[config.mk]
export PLATFORM = sky130hd
export DESIGN_NAME = keyed_scratch_ram
export DESIGN_NICKNAME = d
export VERILOG_FILES = /design/src/rtl/kscr_pkg.sv /design/src/rtl/kscr_decode.sv /design/src/rtl/kscr_lock_fsm.sv /design/src/rtl/kscr_store.sv /design/src/rtl/keyed_scratch_ram.sv
export SDC_FILE = /design/constraint.sdc
export NUM_CORES = 1
export LEC_CHECK = 0
export ABC_AREA = 1
export BUFFER_PORTS_ARGS = -buffer_cell sky130_fd_sc_hd__buf_2
export CAP_MARGIN = 20
export CELL_PAD_IN_SITES_DETAIL_PLACEMENT = 1
export CELL_PAD_IN_SITES_GLOBAL_PLACEMENT = 2
export CORE_ASPECT_RATIO = 0.75
export CORE_MARGIN = 3
export CORE_UTILIZATION = 42
export CTS_CLUSTER_DIAMETER = 120
export DETAILED_ROUTE_END_ITERATION = 7
export HOLD_SLACK_MARGIN = 0.02
export PLACE_DENSITY = 0.79
export REMOVE_ABC_BUFFERS = 1
export SETUP_SLACK_MARGIN = 0.05
export SLEW_MARGIN = 20
export SYNTH_ARGS = -nofsm -noshare
export SYNTH_HDL_FRONTEND = slang
export SYNTH_SLANG_ARGS = --single-unit
[constraint.sdc]
create_clock -name clk -period 2.2 [get_ports clk]
set_input_delay 0.22 -clock clk [delete_from_list [all_inputs] [get_ports clk]]
set_output_delay 0.22 -clock clk [all_outputs]
set_load 0.01 [all_outputs]
[src/rtl/kscr_pkg.sv]
package kscr_pkg;

    typedef enum logic [0:0] {
        ST_LOCKED = 1'b0,
        ST_OPEN   = 1'b1
    } lock_state_t;

    localparam int unsigned CPU_AW      = 16;
    localparam int unsigned BYTE_W      = 8;
    localparam int unsigned RAM_BYTES   = 128;
    localparam logic [7:0]  UNLOCK_KEY  = 8'hA3;
    localparam logic [15:0] RAM_BASE    = 16'h7F00;
    localparam logic [15:0] LOCK_ADDR   = 16'h7E78;

endpackage

[src/rtl/kscr_decode.sv]
module kscr_decode #(
    parameter int unsigned          AW        = 16,
    parameter int unsigned          DEPTH     = 128,
    parameter logic [AW-1:0]        RAM_BASE  = 16'h7F00,
    parameter logic [AW-1:0]        LOCK_ADDR = 16'h7E78,
    localparam int unsigned         IW        = $clog2(DEPTH)
) (
    input  logic [AW-1:0] addr,
    output logic          ram_hit,
    output logic          lock_hit,
    output logic [IW-1:0] index
);
    // The bit just above the index is ignored by the decode.
    localparam logic [AW-1:0] IGNORE_BIT = AW'(1) << IW;
    // The page is every bit above the index and the ignored bit.
    localparam logic [AW-1:0] PAGE_MASK  = ~((AW'(1) << (IW + 1)) - AW'(1));
    // The lock register answers at a pair of addresses.
    localparam logic [AW-1:0] LOCK_MASK  = ~(IGNORE_BIT | AW'(1));

    always_comb begin
        ram_hit  = ((addr & PAGE_MASK) == (RAM_BASE & PAGE_MASK));
        lock_hit = ((addr & LOCK_MASK) == (LOCK_ADDR & LOCK_MASK));
        index    = addr[IW-1:0];
    end

endmodule

[src/rtl/kscr_lock_fsm.sv]
module kscr_lock_fsm
    import kscr_pkg::*;
#(
    parameter int unsigned       DW  = 8,
    parameter logic [DW-1:0]     KEY = 8'hA3
) (
    input  logic          clk,
    input  logic          rst_n,
    input  logic          lock_wr,
    input  logic [DW-1:0] lock_data,
    output logic          ram_open
);
    lock_state_t state_q, state_d;

    // Next state: UNLOCK, RELOCK or HOLD.
    always_comb begin
        state_d = state_q;
        unique case (state_q)
            ST_LOCKED: if (lock_wr && (lock_data == KEY)) state_d = ST_OPEN;
            ST_OPEN:   if (lock_wr && (lock_data != KEY)) state_d = ST_LOCKED;
            default:   state_d = ST_LOCKED;
        endcase
    end

    // State register.
    always_ff @(posedge clk) begin
        if (!rst_n) state_q <= ST_LOCKED;
        else        state_q <= state_d;
    end

    // Outputs.
    always_comb begin
        ram_open = (state_q == ST_OPEN);
    end

endmodule

[src/rtl/kscr_store.sv]
module kscr_store #(
    parameter int unsigned DW    = 8,
    parameter int unsigned DEPTH = 128,
    localparam int unsigned IW   = $clog2(DEPTH)
) (
    input  logic          clk,
    input  logic          rst_n,
    input  logic          we,
    input  logic          re,
    input  logic [IW-1:0] idx,
    input  logic [DW-1:0] wdata,
    output logic [DW-1:0] rdata,
    output logic          rvalid
);
    logic [DW-1:0] mem [DEPTH];

    always_ff @(posedge clk) begin
        if (we) mem[idx] <= wdata;
    end

    always_ff @(posedge clk) begin
        if (!rst_n) begin
            rvalid <= 1'b0;
            rdata  <= '0;
        end else begin
            rvalid <= re;
            rdata  <= re ? mem[idx] : '0;
        end
    end

endmodule

[src/rtl/keyed_scratch_ram.sv]
module keyed_scratch_ram
    import kscr_pkg::*;
#(
    parameter int unsigned       AW        = CPU_AW,
    parameter int unsigned       DW        = BYTE_W,
    parameter int unsigned       DEPTH     = RAM_BYTES,
    parameter logic [AW-1:0]     RAM_PAGE  = RAM_BASE,
    parameter logic [AW-1:0]     LOCK_AT   = LOCK_ADDR,
    parameter logic [DW-1:0]     KEY       = UNLOCK_KEY
) (
    input  logic          clk,
    input  logic          rst_n,
    input  logic [AW-1:0] cpu_addr,
    input  logic [DW-1:0] cpu_wdata,
    input  logic          cpu_wr,
    input  logic          cpu_rd,
    output logic [DW-1:0] rd_data,
    output logic          rd_oe,
    output logic          rd_valid
);
    localparam int unsigned IW = $clog2(DEPTH);

    logic          ram_hit;
    logic          lock_hit;
    logic [IW-1:0] index;
    logic          ram_open;
    logic          hit_valid;

    kscr_decode #(
        .AW(AW), .DEPTH(DEPTH), .RAM_BASE(RAM_PAGE), .LOCK_ADDR(LOCK_AT)
    ) u_decode (
        .addr(cpu_addr), .ram_hit(ram_hit), .lock_hit(lock_hit), .index(index)
    );

    kscr_lock_fsm #(.DW(DW), .KEY(KEY)) u_lock (
        .clk(clk), .rst_n(rst_n),
        .lock_wr(cpu_wr && lock_hit), .lock_data(cpu_wdata),
        .ram_open(ram_open)
    );

    kscr_store #(.DW(DW), .DEPTH(DEPTH)) u_store (
        .clk(clk), .rst_n(rst_n),
        .we(cpu_wr && ram_hit && ram_open),
        .re(cpu_rd && ram_hit && ram_open),
        .idx(index), .wdata(cpu_wdata),
        .rdata(rd_data), .rvalid(hit_valid)
    );

    assign rd_oe    = hit_valid;
    assign rd_valid = hit_valid;

endmodule

After elaboration in Yosys (flattened, before gate mapping). Memory sizes are Yosys's and may differ from the RTL's. A register that Yosys moved wholly into a read port is not among the register bits. Index checks and enable logic that the tools add are counted.

Bits in registers: 2. Bits in latches: 0. Bits in writable memories: 1024. Memory bits (read-only): 0. Bits of input ports: 28. Word-level logic and storage cells: 22. Memories kept: 1.

Memories: u_store.mem (depth 128, bits a word 8, read ports 1, clocked after Yosys merged registers in 1, write ports 1, RTL line kscr_store.sv:15) `logic [DW-1:0] mem [DEPTH];`.

$add $sub $neg: 0. Multipliers: 0. Div/mod/pow operators: 0. Magnitude comparators: 0. Equal/unequal tests: 4. Shift-type cells: 0. Mux-type cells: 5. Bitwise operators: 1. Reductions and logical operators: 9.

Operator list (count): equality test 14 x 13 -> 1 bit, second input constant (1); equality test 8 x 7 -> 1 bit, second input constant (1); equality test 8 bit, second input constant (1); inequality test 8 bit, second input constant (1); logical AND 1 bit (7); 2-to-1 mux 1 bit (4); one-hot mux 1 bit (2 select lines) (1); AND reduction 2 bit (1); zero test 1 bit (1); NOT 1 bit (1).

Longest topological paths before layout. Gate-level depths: netlist (run 1).

Depth in word-level cells: 5. Mapped depth: 15.

By module. Synthesis (run 1) repeated with hierarchy kept, for this count alone.

Cells, all modules: 4415. Area, all modules: 44144.8 µm².

By module, submodules not included: kscr_store (instances 1, cells each 4367, area each 43908.4 µm²); kscr_decode (instances 1, cells each 26, area each 123.9 µm²); kscr_lock_fsm (instances 1, cells each 14, area each 71.3 µm²); keyed_scratch_ram (instances 1, cells each 8, area each 41.3 µm²).

Worst setup path after synthesis (run 1). OpenSTA, ideal clock, no wires.

Path kind: input-to-reg. From: input port cpu_addr[11]. To: memory u_store.mem[127][0] (enable). Data arrival time: 1.661 ns. Path slack: 0.169 ns. Stages on the path: 9. Path buffers: 1. Path through: nand2_1 > nor3b_1 > nand4_1 > nor2_1 > nand3_1 > nor2_1 > nand2_1 > buf_2 > nor2_1.

Longest elaborated chain between the ends: 5.

Ends and longest elaborated chain: from (decl) (RTL line keyed_scratch_ram.sv:13) `input logic [AW-1:0] cpu_addr,`; equality test 8 x 7 -> 1 bit (RTL line kscr_decode.sv:21) `ram_hit = ((addr & PAGE_MASK) == (RAM_BASE & PAGE_MASK));`; logical AND 1 bit (2 in a row) (RTL line keyed_scratch_ram.sv:43) `.we(cpu_wr && ram_hit && ram_open),`; 2-to-1 mux 1 bit (RTL line kscr_store.sv:18) `if (we) mem[idx] <= wdata;`; 2-to-1 mux 1 bit (implied by the code) (RTL line kscr_store.sv:18); to (decl) (RTL line kscr_store.sv:15).

Every way passes these cells.

==> results of run 1 <==
[worst reg2reg max path, delay by kind of cell (launching register included)]
family	cells	cell delay [ns]
and+or+nand+nor	4	0.99
DFF	1	0.35
buffers and inverters	2	0.43
[path summary, 6_finish.rpt]
kind	from	end	slack (ns)	cells after the start
setup reg to reg	flop	u_store.mem[35][3]	0.14	6
hold / removal	cpu_wdata[3]	u_store.mem[117][3]	0.05	1
hold reg to reg	flop	u_store.rdata[7]	0.87	2
setup / recovery	flop	u_store.mem[35][3]	0.14	6
[synth_stat cells (all sizes together)]
master  count
buf       157
clkbuf     36
dfxtp      10
edfxtp   1024
inv       889
nand2    1261
nand3     465
nand4       4
nor2      573
nor3b       1
o211a       1
o21ai      24
o41ai       1
or2        80
[registers in the layout (all words and copies together), names as in the netlist, named ones only]
register        cells
u_store.rvalid      1
u_store.mem      1024
u_store.rdata       8
[routing by layer]
layer / track usage, % / vias up
met4: 5.13 / 0
li1: - / 14900
met1: 36.3 / 15700
met2: 37.8 / 730
met3: 3.10 / 163
met5: 0 / -
[power groups by stage]
stage	registers [mW]	logic [mW]	clock network, mW
4_1_cts	21.6	2.84	18.1
2_1_floorplan	22.1	1.04	0
6_report	21.6	2.83	17.8
3_5_place_dp	22.1	2.82	0
5_1_grt	21.6	3.08	18.9
3_3_place_gp	22.1	2.77	0
[cells by family after synthesis]
family / count (synthesis) / share of synthesized area, %
compound gates: 26 / 0.307
buf+inv: 1082 / 9.59
simple gates: 2384 / 21.6
flops: 1034 / 68.5
[metrics by stage]
stage | setup TNS, ns | power [mW] | utilization, %
floorplan | -1986.43 | 23.1 | -
global placement | -79.49 | 24.8 | 47.1
detailed placement | -139.32 | 24.9 | 47.1
CTS | 0 | 42.6 | 50.3
global route | 0 | 43.6 | 50.3
finish | 0 | 42.3 | 50.4
[what timing repair did]
action,in CTS,in global routing
hold endpoints to repair,55,0
hold buffers,7,0
resized for setup,0,0
[area by class of cell]
type,count,area [um^2],share of cell area [%]
Sequential cell,1034,30900,58.0
Multi-Input combinational cell,2410,9910,18.6
Timing Repair Buffer,444,3970,7.44
Inverter,889,3350,6.29
Clock buffer,127,2700,5.06
Tap cell,1417,1770,3.32
Clock inverter,67,683,1.28
Antenna cell,2,5.00,0.00938
==> impl_results.md, run 1 <==
- Run status: completed
- Initial DRC Count: 2496
- Vias in the first global route: 32400
- Vias post-DR: 31600
- Met2 routed WL: 61400 um
- Synth Warn #: 0
- GPL Wtd Cong: 0.811
- Remaining DRCs: 0
- First-pass GRT wire length: 201000 um
- Req. time, crit path: 2.60 ns
- Clock power share: 42.2%
- Kind of end point of the critical path: flop
- Full die area: 112000 um^2
- Hold slack: 0.0500 ns
- Layout fillers: 11700
- Clk Tree Root Cell: clkbuf_16
- Switching Share: 22.8%
- Post CTS Setup Buffer Count: 0
- P_int: 32.6 mW
- Largest net degree at the start of global routing: 68
- Final WS setup: 0.143 ns
- Initial antenna violation count: 2
- Share of total power in sequential cells: 51.2%
- Hold Violations, Final: 0
- DR top layer: met4
- Share of post-route cells with drive strength above 1: 13.2%
- Slowest cell on crit path: dfxtp_1
- Pre-CTS WS: -0.328 ns
- Tmin final: 2.06 ns
- Placed insts: 6187
- # clock sinks: 1034
- Met3 WL: 7190 um
- Most frequent CP cell: nor2_1
- Max Cap Viol: 0
- RSZ-0062 raised after global routing: false
- P&R area growth vs syn: 18.1%
- Post-Syn Area: 45200 um^2
- CTS tree: done
- Crit-path cells: nand3_1 > nor2_1 > nand2_1 > buf_12 > nor2_1 > buf_4
- # port buffers: 36
- Min-delay worst type: in2reg
- Switching power: 9.64 mW
- Comb pwr share: 6.7%
- Worst VDD drop: 678 uV
- Post-route ant nets: 0
- Worst setup SP type: flop
- # IOs: 38
- Crit path max fanout: 8
- Final Net Count: 4911
- Final std cells w/o fill: 6390
- Final setup fails: 0
- Clk slew on worst S/H paths: 0.06 ns
- Total routed wirelength: 135000 um
- Top cell family by delay on the critical path: simple AND/OR/NAND/NOR gates
- Final period util: 93.5%
- Wl on met1: 64300 um
- Lkg Pwr: 23.4 nW
- Grt total ovfl: 0
- DR pass1 iterations: 5
- Slew Viols, Final: 0
- Clock Skew: 0.0220 ns
- Commonest non-fill, non-tap cell in the layout: nand2_1
- Synth top area cells: edfxtp_1 (68%), nand2_1 (10%), inv_1 (7.4%), nand3_1 (5.2%), nor2_1 (4.7%)
- Number of buffers created by CTS: 104
- DR vias/cell: 4.94
- CTS Buffer Depth: 3
- CP peak stage delay: 0.35 ns
- Post-Layout Inst Area: 53300 um^2
- Area leader, netlist: edfxtp_1
- Relative slew slack: 55.4%
- Die width: 385 um
- Worst-margin pin slew: 0.669 ns
- # H-tree levels: 3
- WL per Instance: 21.2 um
- Starting density of the core: 42.6%
- Post-DP Area: 49900 um^2
- Yosys reg bits: 1034
- Core ar.: 106000 um^2
- Row count: 103
- Die Y-Extent: 290 um
- CP Class: reg2reg
- WP buf/inv: 2
- Arr. time, crit path: 2.45 ns
- Pwr dens: 793 nW/um^2
- F_max: 486 MHz
- Cells after Synth: 4526
- Netlist cell types: 22
- Most frequent cells in the layout: nand2_1 (1260), edfxtp_1 (1024), inv_1 (885)
- Worst skew pair latency: 0.71 ns
- Avg Inst Size Synth: 9.98 um^2
- DP HPWL: 90700 um
- Share of the synthesized area in the top cell type: 68.1%
- Total Routing Usage GR: 24.2%
- Sequential share of the synthesized area: 68.5%
(Power assumes the default switching activity.)
==> run 2: changes to the inputs <==
Settings changed: CORE_ASPECT_RATIO 0.75 to 1.25.
==> impl_results.md, run 2 (synthesized netlist as in run 1, its figures left out) <==
- Vias post-DR: 31000
- First-pass GRT wire length: 196000 um
- # IOs: 38
- Area occupied by multi-input gates: 9910 um^2
- Slew Viols, Final: 0
- Hold path cells: 6
- Post-DP Area: 49600 um^2
- Run status: completed
- Max Cap Viol: 0
- Hold slack: 0.105 ns
- Largest net degree at the start of global routing: 67
- Kind of end point of the critical path: flop
- Commonest non-fill, non-tap cell in the layout: nand2_1
- DP HPWL: 84700 um
- Post-Layout Inst Area: 53100 um^2
- F_max: 538 MHz
- Clock Skew: 0.0159 ns
- Worst VDD drop: 717 uV
- DR vias/cell: 4.88
- Initial antenna violation count: 4
- R2r endpoint: u_store.mem[29][0]
- Starting density of the core: 42.6%
- Largest Register: u_store.mem
- DR pass1 iterations: 5
- CP Class: reg2reg
- Total Routing Usage GR: 23.3%
- Clk Tree Root Cell: clkbuf_16
- Initial DRC Count: 2067
- Most frequent cells in the layout: nand2_1 (1260), edfxtp_1 (1024), inv_1 (885)
- R2r setup slk: 0.34 ns
- Number of buffers created by CTS: 105
- Placed insts: 6144
- Final std cells w/o fill: 6348
- Remaining DRCs: 0
- P&R area growth vs syn: 17.5%
- Tmin final: 1.86 ns
- Clk slew on worst S/H paths: 0.06 ns
- RSZ-0062 raised after global routing: false
- Worst setup SP type: flop
- Share of post-route cells with drive strength above 1: 12.5%
- Post-route ant nets: 0
- Register area: 30900 um^2
- Die Y-Extent: 373 um
- Crit path max fanout: 8
- Fin util: 50.1%
- # port buffers: 36
- # H-tree levels: 3
- Final Net Count: 4872
- CTS Buffer Depth: 3
- Final period util: 84.6%
- Grt total ovfl: 0
- Core ar.: 106000 um^2
- Layout fillers: 11700
- Biggest regs: u_store.mem: 1024 flops, u_store.rdata: 8 flops, u_store.rvalid: 1 flops
- Die width: 299 um
- CTS tree: done
- Total routed wirelength: 129000 um
- Worst Hold Path EP: u_store.rvalid
- Reg2Reg Depth: 6
- Pwr Total: 42.0 mW
- WL per Instance: 20.4 um
- Vias in the first global route: 32700
- Relative slew slack: 54.7%
- Max reg flops: 1024
- Hold path startpoint: cpu_addr[8]
- # clock sinks: 1034
- Worst-margin pin slew: 0.679 ns
- Min-delay worst type: in2reg
- Pwr dens: 792 nW/um^2
- Final setup fails: 0
- Worst skew pair latency: 0.70 ns
- Lkg Pwr: 23.2 nW
- Row count: 133
- Hold Violations, Final: 0
- Arr. time, crit path: 2.28 ns
- GPL Wtd Cong: 0.799
- Full die area: 112000 um^2
- Req. time, crit path: 2.62 ns
run 2: critical path, cell delays in order, from the launching register on:
cell and delay [ns]:
dfxtp_1 0.36, nand3_1 0.17, nor2_1 0.25, nand2_1 0.23
buf_12 0.23, nor2_1 0.16, buf_4 0.18
run 2: per-stage QoR:
stage	worst slack, ns	TNS, ns
2_1_floorplan	-2.31	-1986.43
3_3_place_gp	-0.0656	-10.40
3_5_place_dp	-0.0949	-27.41
4_1_cts	0.365	0
5_1_grt	0.258	0
6_report	0.340	0
run 2: area by class of cell:
class                           count  area share (%)
Clock buffer                      136            5.39
Tap cell                         1417            3.34
Timing Repair Buffer              404            6.97
Antenna cell                        1         0.00472
Inverter                          889            6.32
Multi-Input combinational cell   2410            18.7
Sequential cell                  1034            58.3
Clock inverter                     57           0.969
run 2: worst max-delay path by stage:
stage,end,startpoint,slack [ns]
6_report,u_store.mem[29][0],flop,0.34
5_1_grt,u_store.mem[29][0],flop,0.26
4_1_cts,u_store.mem[5][1],flop,0.36
3_5_place_dp,u_store.mem[29][4],cpu_addr[11],-0.09
3_3_place_gp,u_store.mem[5][4],cpu_addr[11],-0.07
2_1_floorplan,u_store.mem[0][0],cpu_addr[2],-2.31
run 2: where the power goes:
group / internal (mW) / total, mW / switching, mW
Clock: 10.2 / 17.7 / 7.56
Sequential: 21.6 / 21.6 / 0.000000835
Combinational: 0.809 / 2.66 / 1.85
Total: 32.6 / 42.0 / 9.42
run 2: repair_timing:
action                    4_1_cts  5_1_grt
gates resized for setup         0        0
hold buffers                   10        0
setup buffers                   0        0
hold endpoints to repair      137        0
run 2: routing by layer:
metal	vias up	global-route usage (%)	wire, um
li1	14800	-	-
met1	15500	29.9	55400
met2	524	41.8	66500
met3	150	2.41	4530
met4	0	6.32	2850
met5	-	0	0
